`config.mk`:
```
export PLATFORM = sky130hd
export DESIGN_NAME = dec_div_unit
export DESIGN_NICKNAME = d
export VERILOG_FILES = /design/src/rtl/dec_div_pkg.sv /design/src/rtl/dec_div_alu.sv /design/src/rtl/dec_div_ctrl.sv /design/src/rtl/dec_div_path.sv /design/src/rtl/dec_div_unit.sv
export SDC_FILE = /design/constraint.sdc
export NUM_CORES = 1
export LEC_CHECK = 0
export CORE_UTILIZATION = 50
export CTS_CLUSTER_DIAMETER = 30
export DETAILED_ROUTE_END_ITERATION = 10
export PLACE_DENSITY_LB_ADDON = 0.3
export RECOVER_POWER = 25
export REMOVE_ABC_BUFFERS = 1
export SLEW_MARGIN = 0
export SYNTH_ARGS = -nofsm -noshare
export SYNTH_HDL_FRONTEND = slang
export SYNTH_SLANG_ARGS = --single-unit
export TNS_END_PERCENT = 50
```
`constraint.sdc`:
```
create_clock -name clk -period 10.6 [get_ports clk]
set_input_delay 3.18 -clock clk [delete_from_list [all_inputs] [get_ports clk]]
set_output_delay 3.18 -clock clk [all_outputs]
set_load 0.01 [all_outputs]
```
`src/rtl/dec_div_pkg.sv`:
```
package dec_div_pkg;

  typedef enum logic [1:0] {
    ST_IDLE = 2'd0,
    ST_SUB  = 2'd1,
    ST_ADD  = 2'd2
  } dd_state_e;

  // one BCD digit plus carry in; returns {carry_out, digit}
  function automatic logic [4:0] bcd_digit_add(input logic [3:0] a,
                                               input logic [3:0] b,
                                               input logic       cin);
    logic [4:0] s;
    logic [4:0] t;
    s = {1'b0, a} + {1'b0, b} + {4'b0000, cin};
    t = s - 5'd10;
    if (s >= 5'd10) return {1'b1, t[3:0]};
    else            return {1'b0, s[3:0]};
  endfunction

  function automatic logic [3:0] nines_comp(input logic [3:0] d);
    return 4'd9 - d;
  endfunction

endpackage

```
`src/rtl/dec_div_alu.sv`:
```
module dec_div_alu
  import dec_div_pkg::*;
#(
  parameter int ND = 4
) (
  input  logic [4*ND-1:0] a_i,
  input  logic [4*ND-1:0] b_i,
  input  logic            sub_i,
  output logic [4*ND-1:0] y_o,
  output logic            cout_o
);

  logic       carry;
  logic [4:0] dsum;
  logic [3:0] bop;

  // ten's complement subtract when sub_i: a + nines(b) + 1
  always_comb begin
    carry = sub_i;
    dsum  = '0;
    bop   = '0;
    y_o   = '0;
    for (int i = 0; i < ND; i++) begin
      bop   = sub_i ? nines_comp(b_i[4*i +: 4]) : b_i[4*i +: 4];
      dsum  = bcd_digit_add(a_i[4*i +: 4], bop, carry);
      y_o[4*i +: 4] = dsum[3:0];
      carry = dsum[4];
    end
    cout_o = carry;
  end

endmodule

```
`src/rtl/dec_div_ctrl.sv`:
```
module dec_div_ctrl
  import dec_div_pkg::*;
#(
  parameter int QMAX = 6,
  localparam int JW  = $clog2(QMAX + 1)
) (
  input  logic          clk,
  input  logic          rst_n,
  input  logic          start_i,
  input  logic [JW-1:0] qlen_i,
  input  logic          dvd_neg_i,
  input  logic          dvs_neg_i,
  input  logic          dvs_zero_i,
  input  logic          borrow_i,
  input  logic          quo_zero_i,
  output logic          ld_o,
  output logic          alu_sub_o,
  output logic          keep_o,
  output logic          add_o,
  output logic          last_o,
  output logic [3:0]    cnt_o,
  output logic [JW-1:0] j_o,
  output logic [JW-1:0] k_o,
  output logic          busy_o,
  output logic          done_o,
  output logic          qneg_o,
  output logic          rneg_o,
  output logic          mark_o,
  output logic          pos_o,
  output logic          zero_o,
  output logic          ovf_o
);

  dd_state_e     st_q;
  logic [3:0]    cnt_q;
  logic [JW-1:0] j_q, k_q;
  logic          qneg_q, rneg_q, mark_q, pos_q, zero_q, ovf_q, done_q;
  logic          dvs0_q;

  // named events for assertions
  logic sub_ok, digit_ovf, quo_is_zero;

  function automatic logic [JW-1:0] clamp_len(input logic [JW-1:0] q);
    if (q < JW'(2))         return JW'(2);
    else if (q > JW'(QMAX)) return JW'(QMAX);
    else                    return q;
  endfunction

  assign k_o         = clamp_len(qlen_i);
  assign ld_o        = (st_q == ST_IDLE) && start_i;
  assign alu_sub_o   = (st_q == ST_SUB);
  assign sub_ok      = (st_q == ST_SUB) && !borrow_i;
  assign digit_ovf   = sub_ok && (cnt_q == 4'd9);
  assign keep_o      = (st_q == ST_SUB) && !digit_ovf;
  assign add_o       = (st_q == ST_ADD);
  assign last_o      = (j_q == '0);
  assign cnt_o       = cnt_q;
  assign j_o         = j_q;
  assign quo_is_zero = quo_zero_i && (cnt_q == 4'd0);

  always_ff @(posedge clk or negedge rst_n) begin
    if (!rst_n) begin
      st_q   <= ST_IDLE;
      cnt_q  <= '0;
      j_q    <= '0;
      k_q    <= JW'(2);
      qneg_q <= 1'b0;
      rneg_q <= 1'b0;
      mark_q <= 1'b0;
      pos_q  <= 1'b0;
      zero_q <= 1'b0;
      ovf_q  <= 1'b0;
      done_q <= 1'b0;
      dvs0_q <= 1'b0;
    end else begin
      done_q <= 1'b0;
      unique case (st_q)
        ST_IDLE: begin
          if (start_i) begin
            st_q   <= ST_SUB;
            cnt_q  <= '0;
            j_q    <= k_o - JW'(1);
            k_q    <= k_o;
            qneg_q <= dvd_neg_i ^ dvs_neg_i;
            rneg_q <= dvd_neg_i;
            mark_q <= 1'b0;
            pos_q  <= 1'b0;
            zero_q <= 1'b0;
            ovf_q  <= 1'b0;
            dvs0_q <= dvs_zero_i;
          end
        end
        ST_SUB: begin
          if (borrow_i) begin
            st_q <= ST_ADD;
          end else if (digit_ovf) begin
            ovf_q  <= 1'b1;
            done_q <= 1'b1;
            st_q   <= ST_IDLE;
          end else begin
            cnt_q <= cnt_q + 4'd1;
          end
        end
        ST_ADD: begin
          mark_q <= 1'b1;
          cnt_q  <= '0;
          if (last_o) begin
            done_q <= 1'b1;
            st_q   <= ST_IDLE;
            zero_q <= quo_is_zero;
            pos_q  <= !qneg_q && !quo_is_zero;
          end else begin
            j_q  <= j_q - JW'(1);
            st_q <= ST_SUB;
          end
        end
        default: st_q <= ST_IDLE;
      endcase
    end
  end

  assign busy_o = (st_q != ST_IDLE);
  assign done_o = done_q;
  assign qneg_o = qneg_q;
  assign rneg_o = rneg_q;
  assign mark_o = mark_q;
  assign pos_o  = pos_q;
  assign zero_o = zero_q;
  assign ovf_o  = ovf_q;


  done_pulse_chk: assert property (@(posedge clk) disable iff (!rst_n)
    done_q |=> !done_q);


  busy_start_chk: assert property (@(posedge clk) disable iff (!rst_n)
    (busy_o && start_i) |=> $stable(k_q) && $stable(rneg_q));


  ovf_mark_chk: assert property (@(posedge clk) disable iff (!rst_n)
    (done_q && ovf_q) |-> !mark_q && !pos_q && !zero_q);


  cnt_range_chk: assert property (@(posedge clk) disable iff (!rst_n)
    (st_q == ST_SUB) |-> (cnt_q <= 4'd9));


  ind_excl_chk: assert property (@(posedge clk) disable iff (!rst_n)
    done_q |-> !(pos_q && zero_q) && !(pos_q && qneg_q));


  zero_dvs_chk: assert property (@(posedge clk) disable iff (!rst_n)
    (done_q && dvs0_q) |-> ovf_q);

endmodule

```
`src/rtl/dec_div_path.sv`:
```
module dec_div_path
  import dec_div_pkg::*;
#(
  parameter int QMAX = 6,
  parameter int DLEN = 3,
  localparam int JW  = $clog2(QMAX + 1),
  localparam int WD  = DLEN + 1,
  localparam int NDV = QMAX + DLEN
) (
  input  logic              clk,
  input  logic              rst_n,
  input  logic              ld_i,
  input  logic [JW-1:0]     k_i,
  input  logic [4*NDV-1:0]  dvd_i,
  input  logic [4*DLEN-1:0] dvs_i,
  input  logic              alu_sub_i,
  input  logic              keep_i,
  input  logic              add_i,
  input  logic              last_i,
  input  logic [3:0]        cnt_i,
  input  logic [JW-1:0]     j_i,
  output logic              borrow_o,
  output logic              quo_zero_o,
  output logic [4*QMAX-1:0] quo_o,
  output logic [4*DLEN-1:0] rem_o
);

  logic [4*WD-1:0]   win_q;
  logic [4*DLEN-1:0] dvs_q;
  logic [4*NDV-1:0]  dvd_q;
  logic [4*QMAX-1:0] quo_q;

  logic [4*WD-1:0]   alu_y;
  logic              alu_c;
  logic [4*NDV-1:0]  init_sh, next_sh;
  logic [JW-1:0]     km1, jm1;
  logic [4*WD-1:0]   win_init;
  logic [3:0]        next_dig;
  logic [3:0]        restored_top;

  dec_div_alu #(.ND(WD)) u_alu (
    .a_i   (win_q),
    .b_i   ({4'h0, dvs_q}),
    .sub_i (alu_sub_i),
    .y_o   (alu_y),
    .cout_o(alu_c)
  );

  assign borrow_o = alu_sub_i && !alu_c;

  // divisor units digit first sits at dividend position k-1
  assign km1      = k_i - JW'(1);
  assign init_sh  = dvd_i >> {km1, 2'b00};
  assign win_init = init_sh[4*WD-1:0];

  assign jm1      = j_i - JW'(1);
  assign next_sh  = dvd_q >> {jm1, 2'b00};
  assign next_dig = next_sh[3:0];

  assign restored_top = alu_y[4*WD-1 -: 4];

  always_ff @(posedge clk or negedge rst_n) begin
    if (!rst_n) begin
      win_q <= '0;
      dvs_q <= '0;
      dvd_q <= '0;
      quo_q <= '0;
    end else if (ld_i) begin
      win_q <= win_init;
      dvs_q <= dvs_i;
      dvd_q <= dvd_i;
      quo_q <= '0;
    end else if (keep_i) begin
      win_q <= alu_y;
    end else if (add_i) begin
      quo_q <= {quo_q[4*QMAX-5:0], cnt_i};
      win_q <= last_i ? alu_y : {alu_y[4*DLEN-1:0], next_dig};
    end
  end

  assign quo_zero_o = (quo_q == '0);
  assign quo_o      = quo_q;
  assign rem_o      = win_q[4*DLEN-1:0];


  add_restore_chk: assert property (@(posedge clk) disable iff (!rst_n)
    add_i |-> (restored_top == 4'd0));

endmodule

```
`src/rtl/dec_div_unit.sv`:
```
module dec_div_unit #(
  parameter int QMAX = 6,
  parameter int DLEN = 3,
  localparam int JW  = $clog2(QMAX + 1),
  localparam int NDV = QMAX + DLEN
) (
  input  logic              clk,
  input  logic              rst_n,
  input  logic              start_i,
  input  logic [4*NDV-1:0]  dvd_i,
  input  logic              dvd_neg_i,
  input  logic [4*DLEN-1:0] dvs_i,
  input  logic              dvs_neg_i,
  input  logic [JW-1:0]     qlen_i,
  output logic              busy_o,
  output logic              done_o,
  output logic [4*QMAX-1:0] quo_o,
  output logic [4*DLEN-1:0] rem_o,
  output logic              quo_neg_o,
  output logic              rem_neg_o,
  output logic              mark_o,
  output logic              pos_o,
  output logic              zero_o,
  output logic              arith_chk_o
);

  logic          ld, alu_sub, keep, add_step, last;
  logic          borrow, quo_zero;
  logic [3:0]    cnt;
  logic [JW-1:0] j_idx, k_len;
  logic          dvs_zero;

  assign dvs_zero = (dvs_i == '0);

  dec_div_ctrl #(.QMAX(QMAX)) u_ctrl (
    .clk       (clk),
    .rst_n     (rst_n),
    .start_i   (start_i),
    .qlen_i    (qlen_i),
    .dvd_neg_i (dvd_neg_i),
    .dvs_neg_i (dvs_neg_i),
    .dvs_zero_i(dvs_zero),
    .borrow_i  (borrow),
    .quo_zero_i(quo_zero),
    .ld_o      (ld),
    .alu_sub_o (alu_sub),
    .keep_o    (keep),
    .add_o     (add_step),
    .last_o    (last),
    .cnt_o     (cnt),
    .j_o       (j_idx),
    .k_o       (k_len),
    .busy_o    (busy_o),
    .done_o    (done_o),
    .qneg_o    (quo_neg_o),
    .rneg_o    (rem_neg_o),
    .mark_o    (mark_o),
    .pos_o     (pos_o),
    .zero_o    (zero_o),
    .ovf_o     (arith_chk_o)
  );

  dec_div_path #(.QMAX(QMAX), .DLEN(DLEN)) u_path (
    .clk       (clk),
    .rst_n     (rst_n),
    .ld_i      (ld),
    .k_i       (k_len),
    .dvd_i     (dvd_i),
    .dvs_i     (dvs_i),
    .alu_sub_i (alu_sub),
    .keep_i    (keep),
    .add_i     (add_step),
    .last_i    (last),
    .cnt_i     (cnt),
    .j_i       (j_idx),
    .borrow_o  (borrow),
    .quo_zero_o(quo_zero),
    .quo_o     (quo_o),
    .rem_o     (rem_o)
  );


  sign_hold_chk: assert property (@(posedge clk) disable iff (!rst_n)
    busy_o |=> $stable(quo_neg_o) && $stable(rem_neg_o));

endmodule

```
==> metrics.txt, run 1 <==
Die Area 14230 µm²; Post-Syn Instances 778; XOR/XNOR Fraction of Synth Area 2.146%; cell count along the critical path 37; Worst Skew 0.01127 ns; mapped cell area 6879 µm²; clock net sink count 100; # diodes 0; initial antenna violation count 0; DRT antenna net count 0; total global-route track usage 27.39%; Period minus WS final 9.672 ns; iteration-0 DRC count of the detailed router 569; CP bufs+invs 6; DR DRC count 0; arrival time worst endpoint 9.94 ns; register bit total from synthesis 100; worst min path class reg -> reg; Max stage delay cell, worst path o21a_1; area delta synth->final 18.52%; maximum capacitance violations 2; crit path launch type register; fin crit share 91.24%; global-route wire length before repair 31.02 mm; Non-Filler Instances 1017; hold path cells 2; DR vias/cell 6.053; drt total wl 18.64 mm; failing checks max-capacitance violations, max-slew violations; CTS tree done; post-synthesis mux area share 12.42%; adder-cell share of the synthesized area 6.839%; critical path's top delay family adder cells; Synth Flop Type dfrtp_1; largest family of logic cells by synthesized area simple AND/OR/NAND/NOR gates; Final #Nets 928; I/O Buffers 99; RD Place Congestion 0.8756; Die X 119.3 µm; RSZ-0062 raised after global routing false; vias post-DR 6156; drt pass-1 iters 5; CTS root buf clkbuf_16; post-synthesis async set-or-reset flop share 100.0%; setup bufs post-CTS 0; post-synthesis sequential area ratio 36.38%; Relative slew margins -118.2%; clk buf depth 2; fmax 0.1034 GHz; drt wl/cell 18.33 µm; die height 119.3 µm; Synth Area in Simple Gates 18.99%; Setup CP Type reg -> reg; Hold-fix buffers, CTS 0; core region area 13350 µm²; # IOs 100; Setup violations, final 0; Initial Util 51.54%; status complete, but fails checks; Final Max Slew Viols 103; vias in the first global route 6148; Setup crit end kind register; post_cts resized 0; HPWL after DPL 13.12 mm; CP max stage delay 0.66 ns; worst reg-to-reg path cell count 37; largest net degree at the start of global routing 89; placed cells 1003; H-tree Lvls 3; Netlist cell types 63; Worst-Margin Slew 3.273 ns; Synth Area in Compound Gates 17.22%; share of cells above drive strength 1 6.302%; CTS buffer count 9; # rows 42; setup TNS 0 ns; worst skew pair latency 0.35 ns; Final Hold Viols 0; syn avg cell area 8.842 µm²; Clock Pin Slew Worst Setup and Hold Paths 0.07 ns; CP required 10.87 ns; EDFF count, synth 0; peak fanout along the critical path 24; yosys warns 0; GRT overflow 0
## worst reg2reg max path, delay by kind of cell (launching register included)
family / cells / cell delay, ns
fa+ha+maj: 12 / 4.10
compound gates: 11 / 2.49
xor+xnor: 4 / 1.01
simple gates: 3 / 0.87
buf+inv: 6 / 0.47
flops: 1 / 0.43
mux: 1 / 0.20
## sequential cells by signal, summed over array words and instances (netlist names)
| register | flops |
|---|---|
| u_ctrl.cnt_o | 4 |
| u_ctrl.done_o | 1 |
| u_ctrl.j_o | 3 |
| u_ctrl.mark_o | 1 |
| u_ctrl.ovf_o | 1 |
| u_ctrl.pos_o | 1 |
| u_ctrl.qneg_o | 1 |
| u_ctrl.rneg_o | 1 |
| u_ctrl.st_q | 2 |
| u_ctrl.zero_o | 1 |
| u_path.dvd_q | 32 |
| u_path.dvs_q | 12 |
| u_path.quo_o | 24 |
| u_path.win_q | 16 |
## layer usage
metal  vias to the layer above  global-route usage, %  part of all wire, %
li1                       2883                      -                    -
met1                      3016                  37.41                   44
met2                       228                  44.33                   48
met3                        29                  5.029                  5.9
met4                         0                  8.281                  2.0
met5                         -                      0                    0
## worst paths after layout
path	startpoint	end	slack, ns
worst min-delay path	u_path.dvd_q[22]	u_path.dvd_q[22]	0.48
worst min register to register	u_path.dvd_q[22]	u_path.dvd_q[22]	0.48
min in group asynchronous	rst_n	u_path.dvs_q[7]	3.53
max in group asynchronous	rst_n	u_path.dvd_q[0]	3.03
worst max register to register	u_ctrl.st_q[1]	u_path.quo_o[14]	0.93
worst max-delay path	u_ctrl.st_q[1]	u_path.quo_o[14]	0.93
## kinds of logic (layout without fill, tap and decap cells)
family	Yosys count	after routing
DFF	100	100
AOI/OAI and AO/OA	191	191
adders and majority gates	34	34
buffers and inverters	89	152
muxes	58	58
and+or+nand+nor	290	290
xor gates and xnor gates	16	16
## final cells by class
class | count | area [µm²]
clock inverter | 5 | 78.83
tap | 176 | 220.2
clock buffer | 9 | 225.2
sequential | 100 | 2502
timing repair buffer | 106 | 1033
fill | 1126 | 5195
multi-input combinational | 589 | 3968
inverter | 32 | 125.1
## cells in the final DEF (no fill, tap or decap), drive strengths merged, types with 4 or more instances in the layout
| master | n |
|---|---|
| nand2 | 166 |
| dfrtp | 100 |
| clkdlybuf4s50 | 97 |
| o21ai | 63 |
| a21oi | 53 |
| nand3 | 40 |
| mux2i | 31 |
| inv | 31 |
| ha | 28 |
| nor2 | 24 |
| mux4 | 20 |
| nor3 | 12 |
| xnor2 | 11 |
| clkbuf | 11 |
| and2 | 9 |
| a31oi | 8 |
| o31ai | 7 |
| o21a | 7 |
| mux2 | 7 |
| nand2b | 6 |
| a22oi | 6 |
| nor4 | 6 |
| fa | 6 |
| buf | 6 |
| nand3b | 5 |
| a211oi | 5 |
| a22o | 5 |
| xor2 | 5 |
| nor2b | 4 |
| nor4b | 4 |
| o211a | 4 |
| a2bb2oi | 4 |
| or2 | 4 |
| clkinv | 4 |
## per-stage QoR
stage | hold WS [ns] | instance area [µm²] | worst slack (ns) | utilization, %
final | 0.4764 | 8153 | 0.9284 | 61.08
after global routing | 0.5002 | 8153 | 0.2427 | 61.08
after CTS | 0.4772 | 8160 | 0.9981 | 61.14
after detailed placement | 0.4600 | 7856 | 1.068 | 58.86
after global placement | 0.4531 | 7856 | 1.587 | 58.86
after floorplan | 0.4403 | 6591 | 1.739 | -
## cells in the mapped netlist (all sizes together) (4+ instances only)
cell | number | share of area (%)
nand2 | 166 | 9.1
dfrtp | 100 | 36
o21ai | 63 | 4.6
a21oi | 53 | 3.9
nand3 | 40 | 2.9
buf | 31 | 2.8
inv | 31 | 1.8
mux2i | 31 | 4.5
ha | 28 | 5.1
clkbuf | 26 | 1.4
nor2 | 24 | 1.3
mux4 | 20 | 6.8
nor3 | 12 | 0.87
xnor2 | 11 | 1.4
and2 | 9 | 0.82
a31oi | 8 | 0.73
mux2 | 7 | 1.1
o21a | 7 | 0.76
o31ai | 7 | 0.76
a22oi | 6 | 0.65
fa | 6 | 1.7
nand2b | 6 | 0.55
nor4 | 6 | 0.55
a211oi | 5 | 0.55
a22o | 5 | 0.64
nand3b | 5 | 0.55
xor2 | 5 | 0.75
a2bb2oi | 4 | 0.60
nor2b | 4 | 0.36
nor4b | 4 | 0.51
o211a | 4 | 0.58
or2 | 4 | 0.36
Power of run 1 is not shown: default switching activity piles up to over one toggle a cycle in this logic, so the estimate is an artifact.
==> run 2: changes to the inputs <==
--- a/config.mk
+++ b/config.mk
@@ -14,5 +14,6 @@
 export SLEW_MARGIN = 0
 export SYNTH_ARGS = -nofsm -noshare
 export SYNTH_HDL_FRONTEND = slang
+export SYNTH_HIERARCHICAL = 1
 export SYNTH_SLANG_ARGS = --single-unit
 export TNS_END_PERCENT = 50
==> run 2 against run 1 <==
  * Synthesized cell count is 12% lower
  * Global-route usage is 2.9 points lower
  * Cell count is 6.8% lower
  * The flow still finishes with violations (max-capacitance violations, max-slew violations)
  * Fmax is 5.2% lower
  * Hold slack better by 0.025 ns
  * Wire length is 8.8% lower
  * Clock-buffer cell count is 1 higher
  * Core utilization is 0.072 points lower
  * Via count is 9.4% lower
==> metrics.txt, run 2 <==
status complete, but fails checks; failing checks max-capacitance violations, max-slew violations; Relative slew margins -176.4%; most frequent CP cell fa_1; CP required 10.79 ns; WHS 0.5011 ns; CTS tree done; mapped cell area 7072 µm²; DRT antenna net count 0; yosys warns 6; Die Area 14620 µm²; vias in the first global route 5455; RD Place Congestion 0.8582; crit path launch type register; Setup CP Type reg -> reg; Die X 120.9 µm; largest net degree at the start of global routing 84; worst min path class reg -> reg; Worst Skew 0.01024 ns; syn avg cell area 10.28 µm²; drt wl/cell 17.93 µm; static leakage 3.594 nW; Clock Pin Slew Worst Setup and Hold Paths 0.07 ns; peak fanout along the critical path 15; die height 120.9 µm; Final #Nets 857; Period minus WS final 10.21 ns; CTS buffer count 9; CP max stage delay 0.45 ns; commonest non-fill, non-tap cell in the layout dfrtp_1; clock net sink count 100; arrival time worst endpoint 10.39 ns; Worst-Margin Slew 4.145 ns; initial antenna violation count 0; maximum capacitance violations 1; total global-route track usage 24.47%; DR vias/cell 5.886; H-tree Lvls 3; I/O Buffers 99; fmax 0.09797 GHz; drt total wl 17.00 mm; Multi-input gate area 4125 µm²; Reg area 2502 µm²; setup ws final 0.3930 ns; # diodes 0; # rows 43; Biggest register u_path/dvd_q; fillcell total 1115; pre-CTS setup slack 0.2280 ns; Initial Util 51.14%; # IOs 100; Setup violations, final 0; Post-Syn Instances 688; area delta synth->final 19.29%; Final Hold Viols 0; fin crit share 96.29%; PD cells 392.7 nW/µm²; GRT overflow 0; setup TNS 0 ns; Final Max Slew Viols 77; HPWL after DPL 12.13 mm; global-route wire length before repair 27.79 mm; clk buf depth 2; DR DRC count 0; core region area 13830 µm²; iteration-0 DRC count of the detailed router 435; Max stage delay cell, worst path fa_1; max reg flops 32; Hold-fix buffers, CTS 0; CTS root buf clkbuf_16; vias post-DR 5580; commonest cells after routing, fill and taps aside dfrtp_1 (100), clkdlybuf4s50_1 (97), nand2_1 (95), mux2_2 (56), a21oi_1 (44); share of cells above drive strength 1 16.54%; VDD IR-drop max 202.4 µV; drt pass-1 iters 5; Setup crit end kind register; worst skew pair latency 0.36 ns
## run 2: changes by cell type in the layout (fill, tap and decap cells not counted), sizes merged, moves of 9 or more
cell,before,now
nand2,166,95
mux2,7,57
nand3,40,1
o21ai,63,28
inv,31,43
buf,6,15
## run 2: metrics by stage
step / instances / utilization (%) / area [µm²] / power (mW)
after global routing: 948 / 61.01 / 8436 / 3.585
after detailed placement: 929 / 58.31 / 8063 / 2.813
after CTS: 944 / 60.66 / 8387 / 3.207
after global placement: 929 / 58.31 / 8063 / 2.719
after floorplan: 638 / - / 6740 / 2.255
final: 948 / 61.01 / 8436 / 3.313
## run 2: final cells by class
| cell class | instances | share of cell area [%] |
|---|---|---|
| clock buffer | 10 | 2.833 |
| clock inverter | 5 | 1.009 |
| inverter | 42 | 1.869 |
| multi-input combinational | 496 | 48.90 |
| sequential | 100 | 29.66 |
| tap | 180 | 2.670 |
| timing repair buffer | 115 | 13.05 |
## run 2: per-layer routing
metal / vias to the layer above / share of wire (%) / global-route usage (%)
met2: 189 / 48 / 38.79
met1: 2760 / 44 / 32.87
met5: - / 0 / 0
li1: 2600 / - / -
met3: 31 / 5.2 / 4.276
met4: 0 / 2.3 / 10.88
## run 2: worst paths after layout
check / depth (start not counted) / to / slack (ns) / from
max: 44 / u_path/win_q[2] / 0.39 / u_ctrl/st_q[1]
min: 1 / u_path/dvd_q[26] / 0.50 / u_path/dvd_q[26]
max in group asynchronous: 2 / u_ctrl/ovf_o / 2.90 / rst_n
min in group asynchronous: 1 / u_path/dvs_q[7] / 3.13 / rst_n
min reg2reg: 1 / u_path/dvd_q[26] / 0.50 / u_path/dvd_q[26]
max reg2reg: 44 / u_path/win_q[2] / 0.39 / u_ctrl/st_q[1]
## run 2: timing repair
item	in CTS	in global routing
buffers inserted	0	4
endpoints found under the hold margin	0	0
setup endpoints to repair	0	40
gates resized for setup	0	8
## run 2: power breakdown
group          total, mW  switching [mW]  internal [mW]
sequential         0.637           0.116          0.521
combinational       2.31            1.24           1.07
clock              0.364           0.150          0.214
## run 2: worst max-delay path, delay by kind of cell, from the launching register on
kind / cells / cell delay, ns
AOI/OAI and AO/OA: 13 / 2.45
and+or+nand+nor: 7 / 1.08
buffers and inverters: 7 / 0.73
xor gates and xnor gates: 4 / 0.84
muxes: 1 / 0.30
DFF: 1 / 0.40
adders and majority gates: 12 / 4.23
No activity file was read; power rests on OpenSTA's default activity.
